--- src/rtl/rx_ring_mgr.sv ---
module rx_ring_mgr #(
  parameter int NUM_DESC = 4,
  parameter int ADDR_W   = 16,
  parameter int MAX_BUF  = 8,
  parameter int REFRESH  = 16,
  localparam int IDX_W   = (NUM_DESC > 1) ? $clog2(NUM_DESC) : 1,
  localparam int LEN_W   = $clog2(MAX_BUF + 1),
  localparam int DESC_W  = ADDR_W + LEN_W + 5
) (
  input  logic              clk,
  input  logic              rst_n,
  input  logic              enable,
  input  logic              in_valid,
  input  logic [7:0]        in_data,
  input  logic              in_eof,
  input  logic              in_err,
  output logic [IDX_W-1:0]  desc_rd_idx,
  input  logic [DESC_W-1:0] desc_rd_data,
  output logic              desc_wr_en,
  output logic [IDX_W-1:0]  desc_wr_idx,
  output logic [DESC_W-1:0] desc_wr_data,
  output logic              buf_we,
  output logic [ADDR_W-1:0] buf_addr,
  output logic [7:0]        buf_data,
  output logic              busy_err
);
  localparam int P_LEN   = ADDR_W;
  localparam int P_ERR   = ADDR_W + LEN_W;
  localparam int P_LAST  = P_ERR + 1;
  localparam int P_CONT  = P_ERR + 2;
  localparam int P_WRAP  = P_ERR + 3;
  localparam int P_EMPTY = P_ERR + 4;
  localparam int RC_W    = $clog2(REFRESH) + 1;

  typedef enum logic [1:0] {S_OFF, S_WAIT, S_FILL} st_t;

  st_t              st;
  logic [IDX_W-1:0] cur;
  logic [DESC_W-1:0] copy;
  logic [LEN_W-1:0] cnt;
  logic [RC_W-1:0]  rcnt;
  logic             stalled;

  logic live, in_wait, in_fill, start, refuse, take, store, close, hit, refresh;
  logic [LEN_W-1:0] base, cnt_nx;
  logic [IDX_W-1:0] nxt;

  assign live    = enable && (st != S_OFF);
  assign in_wait = live && (st == S_WAIT);
  assign in_fill = live && (st == S_FILL);
  assign start   = in_wait && in_valid && !stalled && copy[P_EMPTY];
  assign refuse  = in_wait && in_valid && !stalled && !copy[P_EMPTY];
  assign take    = start || (in_fill && in_valid);
  assign store   = take && !in_err;
  assign base    = start ? '0 : cnt;
  assign cnt_nx  = base + LEN_W'(store);
  assign close   = take && (in_err || in_eof || cnt_nx == LEN_W'(MAX_BUF));
  assign hit     = in_wait && (rcnt == RC_W'(REFRESH - 1));
  assign refresh = hit && !start;
  assign nxt     = (copy[P_WRAP] || cur == IDX_W'(NUM_DESC - 1)) ? '0 : cur + 1'b1;

  assign busy_err     = refuse || (refresh && stalled && !desc_rd_data[P_EMPTY]);
  assign desc_rd_idx  = close ? nxt : cur;
  assign desc_wr_en   = close;
  assign desc_wr_idx  = cur;
  assign desc_wr_data = {copy[P_CONT], copy[P_WRAP], copy[P_CONT], in_eof, in_err,
                         cnt_nx, copy[ADDR_W-1:0]};
  assign buf_we       = store;
  assign buf_addr     = copy[ADDR_W-1:0] + ADDR_W'(base);
  assign buf_data     = in_data;

  always_ff @(posedge clk) begin
    if (!rst_n || !enable) begin
      st      <= S_OFF;
      cur     <= '0;
      cnt     <= '0;
      rcnt    <= '0;
      stalled <= 1'b0;
      if (!rst_n) copy <= '0;
    end else if (st == S_OFF) begin
      copy <= desc_rd_data;
      st   <= S_WAIT;
      rcnt <= '0;
    end else begin
      rcnt <= (hit || st == S_FILL) ? '0 : rcnt + 1'b1;
      if (close) begin
        cur     <= nxt;
        copy    <= (nxt == cur) ? desc_wr_data : desc_rd_data;
        cnt     <= '0;
        st      <= S_WAIT;
        rcnt    <= '0;
      end else if (take) begin
        cnt <= cnt_nx;
        st  <= S_FILL;
      end
      if (refuse) stalled <= 1'b1;
      if (refresh) begin
        copy <= desc_rd_data;
        if (stalled && desc_rd_data[P_EMPTY]) stalled <= 1'b0;
      end
    end
  end


  addr_seq_chk: assert property (@(posedge clk) disable iff (!rst_n)
    buf_we && $past(buf_we) && !$past(desc_wr_en) |-> buf_addr == $past(buf_addr) + 1'b1);

  len_cap_chk: assert property (@(posedge clk) disable iff (!rst_n)
    desc_wr_en |-> desc_wr_data[P_ERR-1:P_LEN] <= LEN_W'(MAX_BUF));

  cnt_cap_chk: assert property (@(posedge clk) disable iff (!rst_n)
    cnt < LEN_W'(MAX_BUF));

  busy_quiet_chk: assert property (@(posedge clk) disable iff (!rst_n)
    busy_err |-> !buf_we && !desc_wr_en);

  stall_nowrite_chk: assert property (@(posedge clk) disable iff (!rst_n)
    stalled |-> !buf_we && !desc_wr_en);

  off_quiet_chk: assert property (@(posedge clk) disable iff (!rst_n)
    !enable |-> !buf_we && !desc_wr_en && !busy_err);

  wrap_zero_chk: assert property (@(posedge clk) disable iff (!rst_n)
    desc_wr_en && desc_wr_data[P_WRAP] |=> cur == '0 || !enable);
endmodule

--- config.mk ---
export PLATFORM = sky130hd
export DESIGN_NAME = rx_ring_mgr
export DESIGN_NICKNAME = d
export VERILOG_FILES = /design/src/rtl/rx_ring_mgr.sv
export SDC_FILE = /design/constraint.sdc
export NUM_CORES = 1
export LEC_CHECK = 0
export BUFFER_PORTS_ARGS = -buffer_cell sky130_fd_sc_hd__buf_2
export CAP_MARGIN = 15
export CORE_MARGIN = 5
export CORE_UTILIZATION = 49
export CTS_BUF_LIST = sky130_fd_sc_hd__clkbuf_4
export DETAILED_ROUTE_END_ITERATION = 8
export PLACE_DENSITY_LB_ADDON = 0.12
export SETUP_SLACK_MARGIN = 0.1
export SYNTH_ARGS = -nofsm -noshare
export SYNTH_HDL_FRONTEND = slang
export SYNTH_SLANG_ARGS = --single-unit
--- constraint.sdc ---
create_clock -name clk -period 4.65 [get_ports clk]
set_input_delay 0.6975 -clock clk [delete_from_list [all_inputs] [get_ports clk]]
set_output_delay 0.6975 -clock clk [all_outputs]
set_load 0.005 [all_outputs]
* Yosys cells after proc, flatten, opt, wreduce, memory -nomap -nowiden *
Index checks and enable logic that the tools add are counted.

storage, ports and cells
  memory bits (read-only) = 0
  memories kept = 0
  word-level logic and storage cells = 77
  bits in writable memories = 0
  latch bits = 0
  register bits = 39

operators by class
  shifts and indexed selects = 0
  mux-type cells = 17
  add/sub/neg operators = 4
  equality and inequality tests = 8
  $lt $le $gt $ge = 0
  bitwise operators = 1
  $mul = 0
  reductions and logical operators = 39
  div/mod/pow operators = 0

operators by type and width
  kind                   number
  $mux W25               6
  $add A16 B4 Y16        1
  $logic_and A1 B1 Y1    15
  $mux W4                3
  $logic_not A1 Y1       7
  $logic_or A1 B1 Y1     7
  $mux W1                6
  $add A5 B1 Y5 const B  1
  $eq A5 B4 Y1 const B   1
  $add A4 B1 Y4          1
  $eq A2 B2 Y1 const B   2
  $eq A4 B4 Y1 const B   1
  $mux W2                2
  $ne A4 B4 Y1 const B   1
  $reduce_and A2 Y1      2
  $reduce_bool A2 Y1     2
  $reduce_bool A4 Y1     1
  $reduce_or A4 Y1       1
  $reduce_and A3 Y1      1
  $reduce_bool A3 Y1     1
  $reduce_or A3 Y1       1
  $add A2 B1 Y2 const B  1
  $eq A2 B1 Y1 const B   1
  $eq A2 B2 Y1           1
  other kinds (3)        3

* Depth between registers and ports, before layout *
  word-level depth = 16
  gate-level depth with buffers = 11

* Worst setup path after synthesis *
No wires, ideal clock.

  path type = input to register
  from = in enable
  to = reg copy[0], enable pin
  stages = 10
  setup slack = 0.834 ns
  data required time = 4.246 ns
  data arrival time = 3.412 ns
  path through = and2_1 buf_4 nand2_1 and2_1 ha_1 ha_1 a211oi_4 o32a_4 nand2_2 a41oi_1

between the ends
  word-level cells in the longest chain between the ends = 13
  elaborated cells on any way between the ends = 23
  those cells by class = add/sub: 1; eq/ne: 3; mux: 1; reduce/logical: 18

RTL lines
  element                                line  RTL
  from (decl)                            12    input logic enable,
  $logic_and A1 B1 Y1 *                  48    assign live = enable && (st != S_OFF);
  $logic_and A1 B1 Y1                    49    assign in_wait = live && (st == S_WAIT);
  $logic_and A1 B1 Y1 (3 in series)      51    assign start = in_wait && in_valid && !stalled && copy[P_EMPTY];
  $logic_or A1 B1 Y1                     53    assign take = start || (in_fill && in_valid);
  $logic_and A1 B1 Y1                    54    assign store = take && !in_err;
  $add A4 B1 Y4 *                        56    assign cnt_nx = base + LEN_W'(store);
  named net desc_wr_data[17]             21    output logic [DESC_W-1:0] desc_wr_data,
  $eq A4 B4 Y1 *                         57    assign close = take && (in_err || in_eof || cnt_nx == LEN_W'(MAX_BUF));
  $logic_or A1 B1 Y1 *                   57
  $logic_and A1 B1 Y1 *                  57
  $reduce_bool A4 Y1 (no source line) *  n/a
  $reduce_and A3 Y1 (no source line) *   n/a
  to (signal assigned)                   81    copy <= desc_rd_data;
  to (signal assigned)                   88    copy <= (nxt == cur) ? desc_wr_data : desc_rd_data;
  to (signal assigned)                   98    copy <= desc_rd_data;
  to (decl)                              39    logic [DESC_W-1:0] copy;

Mark *: on every way through the listed nets, which the timed path passes. The rest lies on a longest branch.
A chain may end at the register's enable or synchronous reset.

* Final worst setup path *
  from = in enable
  to = out buf_addr[8]

between the ends
  word-level cells in the longest chain between the ends = 7

RTL lines
  element                            line  RTL
  $logic_and A1 B1 Y1                48
  $logic_and A1 B1 Y1                49
  $logic_and A1 B1 Y1 (3 in series)  51
  $mux W4                            55    assign base = start ? '0 : cnt;
  $add A16 B4 Y16                    69    assign buf_addr = copy[ADDR_W-1:0] + ADDR_W'(base);
  to (decl)                          23    output logic [ADDR_W-1:0] buf_addr,

Every way passes these cells.

==> run_results.csv <==
group,metric,value,unit
pwr,power_density,238,mW/mm2
routing,drt-vias-per-instance,5.20,
timing,setup_viol,0,
min_path,min_from,"rcnt[0]",
placement,routabilityCongestion,0.770,
cells_and_area,n_antenna_cell,0,
routing,postRouteAntennaNets,0,
die,start_util,50.6,%
pwr,p_leak,1.18,nW
run,drv_cap,0,
clock_network,clk_path_buf_depth,2,
synth,syn_avg_cell_area,10.0,um2
timing,fin_ws,0.785,ns
cells_and_area,final_util,56.3,%
synth,synth_cell_types,46,
timing,final-max-slew-violation-count,0,
timing,clock_skew,0.0133,ns
routing,vias,1681,
global_route,track_usage,15.5,%
worst_setup_path,startpoint_type,"input pin",
global_route,grt_pass1_vias,1615,
min_path,min_to,"rcnt[0]",
cells_and_area,final_layout_size_suffix_gt1_share,34.7,%
cells_and_area,area_growth,11.3,%
synth,synthFlopType,"edfxtp_1",
clock_network,clock_sinks,33,
clock_network,cts.clk_slew.worst_paths,0.10,ns
routing,wl_per_cell,14.3,um
timing,tightest_slew,0.542,ns
timing,rsz0062_at_grt,"no",
clock_network,postCtsSetupBuffers,0,
min_path,hp-class,"reg2reg",
routing,drcViolationCount,0,
timing,hold_viol,0,
routing,drt_iter0_markers,65,
worst_setup_path,reg2reg_depth,10,
synth,postSynth.asyncResetShare,0,%
global_route,grt_antenna_before_repair,0,
synth,ys_warn_count,0,
global_route,grt_pass1_wl,7530,um
clock_network,post_cts_resized,0,
die,rows,24,
worst_setup_path,cp.required,3.95,ns
worst_setup_path,endpoint_kind,"output pin",
synth,ys_seq_area_share,38.3,%
cells_and_area,fillers,426,
cells_and_area,postLayoutCellArea,0.00247,mm2
routing,drt-total-wl,4610,um
worst_setup_path,rr_startpoint,"st[0]",
synth,synth.net_count,271,
routing,drt_first_pass_iters,4,
die,die_h,77.3,um
worst_setup_path,crit_arrival,3.17,ns
min_path,holdPathStages,1,
die,core_area,0.00438,mm2
cells_and_area,fin_nets,319,
clock_network,postCtsHoldBufs,0,
placement,place_ws,0.667,ns
clock_network,cts_tree,"built",
pwr,max-vdd-ir-drop,0.139,mV
clock_network,cts_made_buffers,5,
timing,finalCriticalPeriod,3.86,ns
timing,max_freq,259,MHz
synth,synth_edf_count,19,
die,die_x,77.3,um
synth,netlist_area,0.00222,mm2
synth,syn_inst,222,
worst_setup_path,regToRegEndpoint,"copy[5]",
die,dieArea,0.00598,mm2
worst_setup_path,reg2reg_setup_slack,1.18,ns
timing,tns,0,ns
global_route,grt_overflow,0,
placement,placed_area,0.00242,mm2
synth,ys_ff_latch,33,
placement,place_hpwl,3640,um
timing,slew_headroom,63.9,%
clock_network,clk_root_buffer_cell,"clkbuf_4",
global_route,grt_max_degree,19,
clock_network,clock_latency,0.33,ns
worst_setup_path,path_max_fanout,7,
clock_network,htreeDepth,2,
timing,fin_crit_sh,83.1,%
worst_setup_path,critPathKind,"in2out",
placement,portBuffers,72,
run_status,status,"complete, no violations",
die,pin_count,95,
==> registers in the layout, indices dropped and copies added, names as in the netlist <==
register / count
copy: 19
rcnt: 5
cnt: 4
desc_wr_idx: 2
st: 2
stalled: 1
==> stage by stage <==
step	total power [mW]	hold WS, ns	instances
floorplan	0.419	0.418	222
global placement	0.442	0.434	315
detailed placement	0.443	0.450	315
CTS	0.594	0.473	323
global route	0.621	0.492	323
finish	0.587	0.471	323
==> cell usage in the layout (no fill, tap or decap), types with 2 or more instances in the layout <==
| cell | Yosys | layout |
|---|---|---|
| a21oi_1 | 8 | 8 |
| a221oi_2 | 2 | 2 |
| and2_1 | 24 | 24 |
| and3_1 | 6 | 6 |
| and4_1 | 2 | 2 |
| buf_2 | 0 | 72 |
| clkbuf_4 | 0 | 5 |
| clkinv_1 | 0 | 2 |
| dfxtp_1 | 14 | 14 |
| edfxtp_1 | 19 | 19 |
| ha_1 | 9 | 9 |
| inv_1 | 7 | 7 |
| mux2i_1 | 2 | 2 |
| nand2_1 | 12 | 12 |
| nand3_1 | 8 | 8 |
| nand4_1 | 5 | 5 |
| nand4b_1 | 2 | 2 |
| nor2_1 | 17 | 17 |
| nor2b_1 | 2 | 2 |
| o21ai_0 | 4 | 4 |
| o21ai_1 | 4 | 4 |
| xnor2_1 | 12 | 12 |
| xor2_1 | 7 | 7 |
==> cell usage after synthesis (2+ instances only) <==
library cell | instances | share of area (%)
a21oi_1 | 8 | 1.8
a221oi_2 | 2 | 1.4
a41oi_1 | 2 | 0.79
and2_1 | 24 | 6.8
and3_1 | 6 | 1.7
and4_1 | 2 | 0.79
buf_4 | 30 | 10
dfxtp_1 | 14 | 13
edfxtp_1 | 19 | 26
ha_1 | 9 | 5.1
inv_1 | 7 | 1.2
mux2i_1 | 2 | 0.90
nand2_1 | 12 | 2.0
nand3_1 | 8 | 1.8
nand4_1 | 5 | 1.4
nand4b_1 | 2 | 0.79
nor2_1 | 17 | 2.9
nor2b_1 | 2 | 0.56
o21ai_0 | 4 | 0.90
o21ai_1 | 4 | 0.90
xnor2_1 | 12 | 4.7
xor2_1 | 7 | 2.8
==> worst max-delay path, cell delays in order <==
cell and delay [ns]:
buf_2 0.13, and2_1 0.35, nand2_1 0.23, and2_1 0.25
ha_1 0.21, fa_1 0.41, a21oi_1 0.16, nor2_1 0.09
nor2_1 0.24, nor2_1 0.10, xor2_1 0.17, buf_2 0.14
==> layout make-up <==
cell class	count	area (um2)	share of cell area, %
sequential	33	851	34.4
tap	52	65.1	2.63
timing repair buffer	73	368	14.9
multi-input combinational	150	1110	44.9
clock inverter	3	12.5	0.507
inverter	7	26.3	1.06
clock buffer	5	37.5	1.52
==> report_power, final <==
part	switching, mW	leakage (nW)	internal (mW)
registers	0.0168	0.317	0.328
clock network	0.0978	0.0300	0.0547
logic	0.0441	0.830	0.0453
total	0.159	1.18	0.428
==> cell families (layout without fill, tap and decap cells) <==
group | Yosys count | in the layout | synth area share (%)
AND/OR/NAND/NOR | 86 | 86 | 22.7
buffers and inverters | 39 | 88 | 12.0
AO/OA/AOI/OAI | 33 | 33 | 12.6
flip-flops | 33 | 33 | 38.3
XOR/XNOR | 19 | 19 | 7.50
adder cells (fa/ha/maj) | 10 | 10 | 5.98
multiplexers | 2 | 2 | 0.902
==> per-layer routing <==
layer | track usage, % | wire (um) | up-vias
met2 | 25.1 | 2160 | 53
met4 | 5.15 | 67 | 0
met3 | 6.21 | 420 | 10
met5 | 0 | 0 | -
li1 | - | - | 844
met1 | 18.7 | 1960 | 774
==> worst max-delay path by stage <==
stage	startpoint	endpoint	slack, ns	cells after the start
CTS	enable	buf_addr[8]	0.77	12
detailed placement	enable	copy[4]	0.67	11
finish	enable	buf_addr[8]	0.79	12
global placement	enable	copy[4]	0.67	11
floorplan	enable	copy[0]	0.83	10
global route	enable	buf_addr[8]	0.56	12
(Power assumes the default switching activity.)
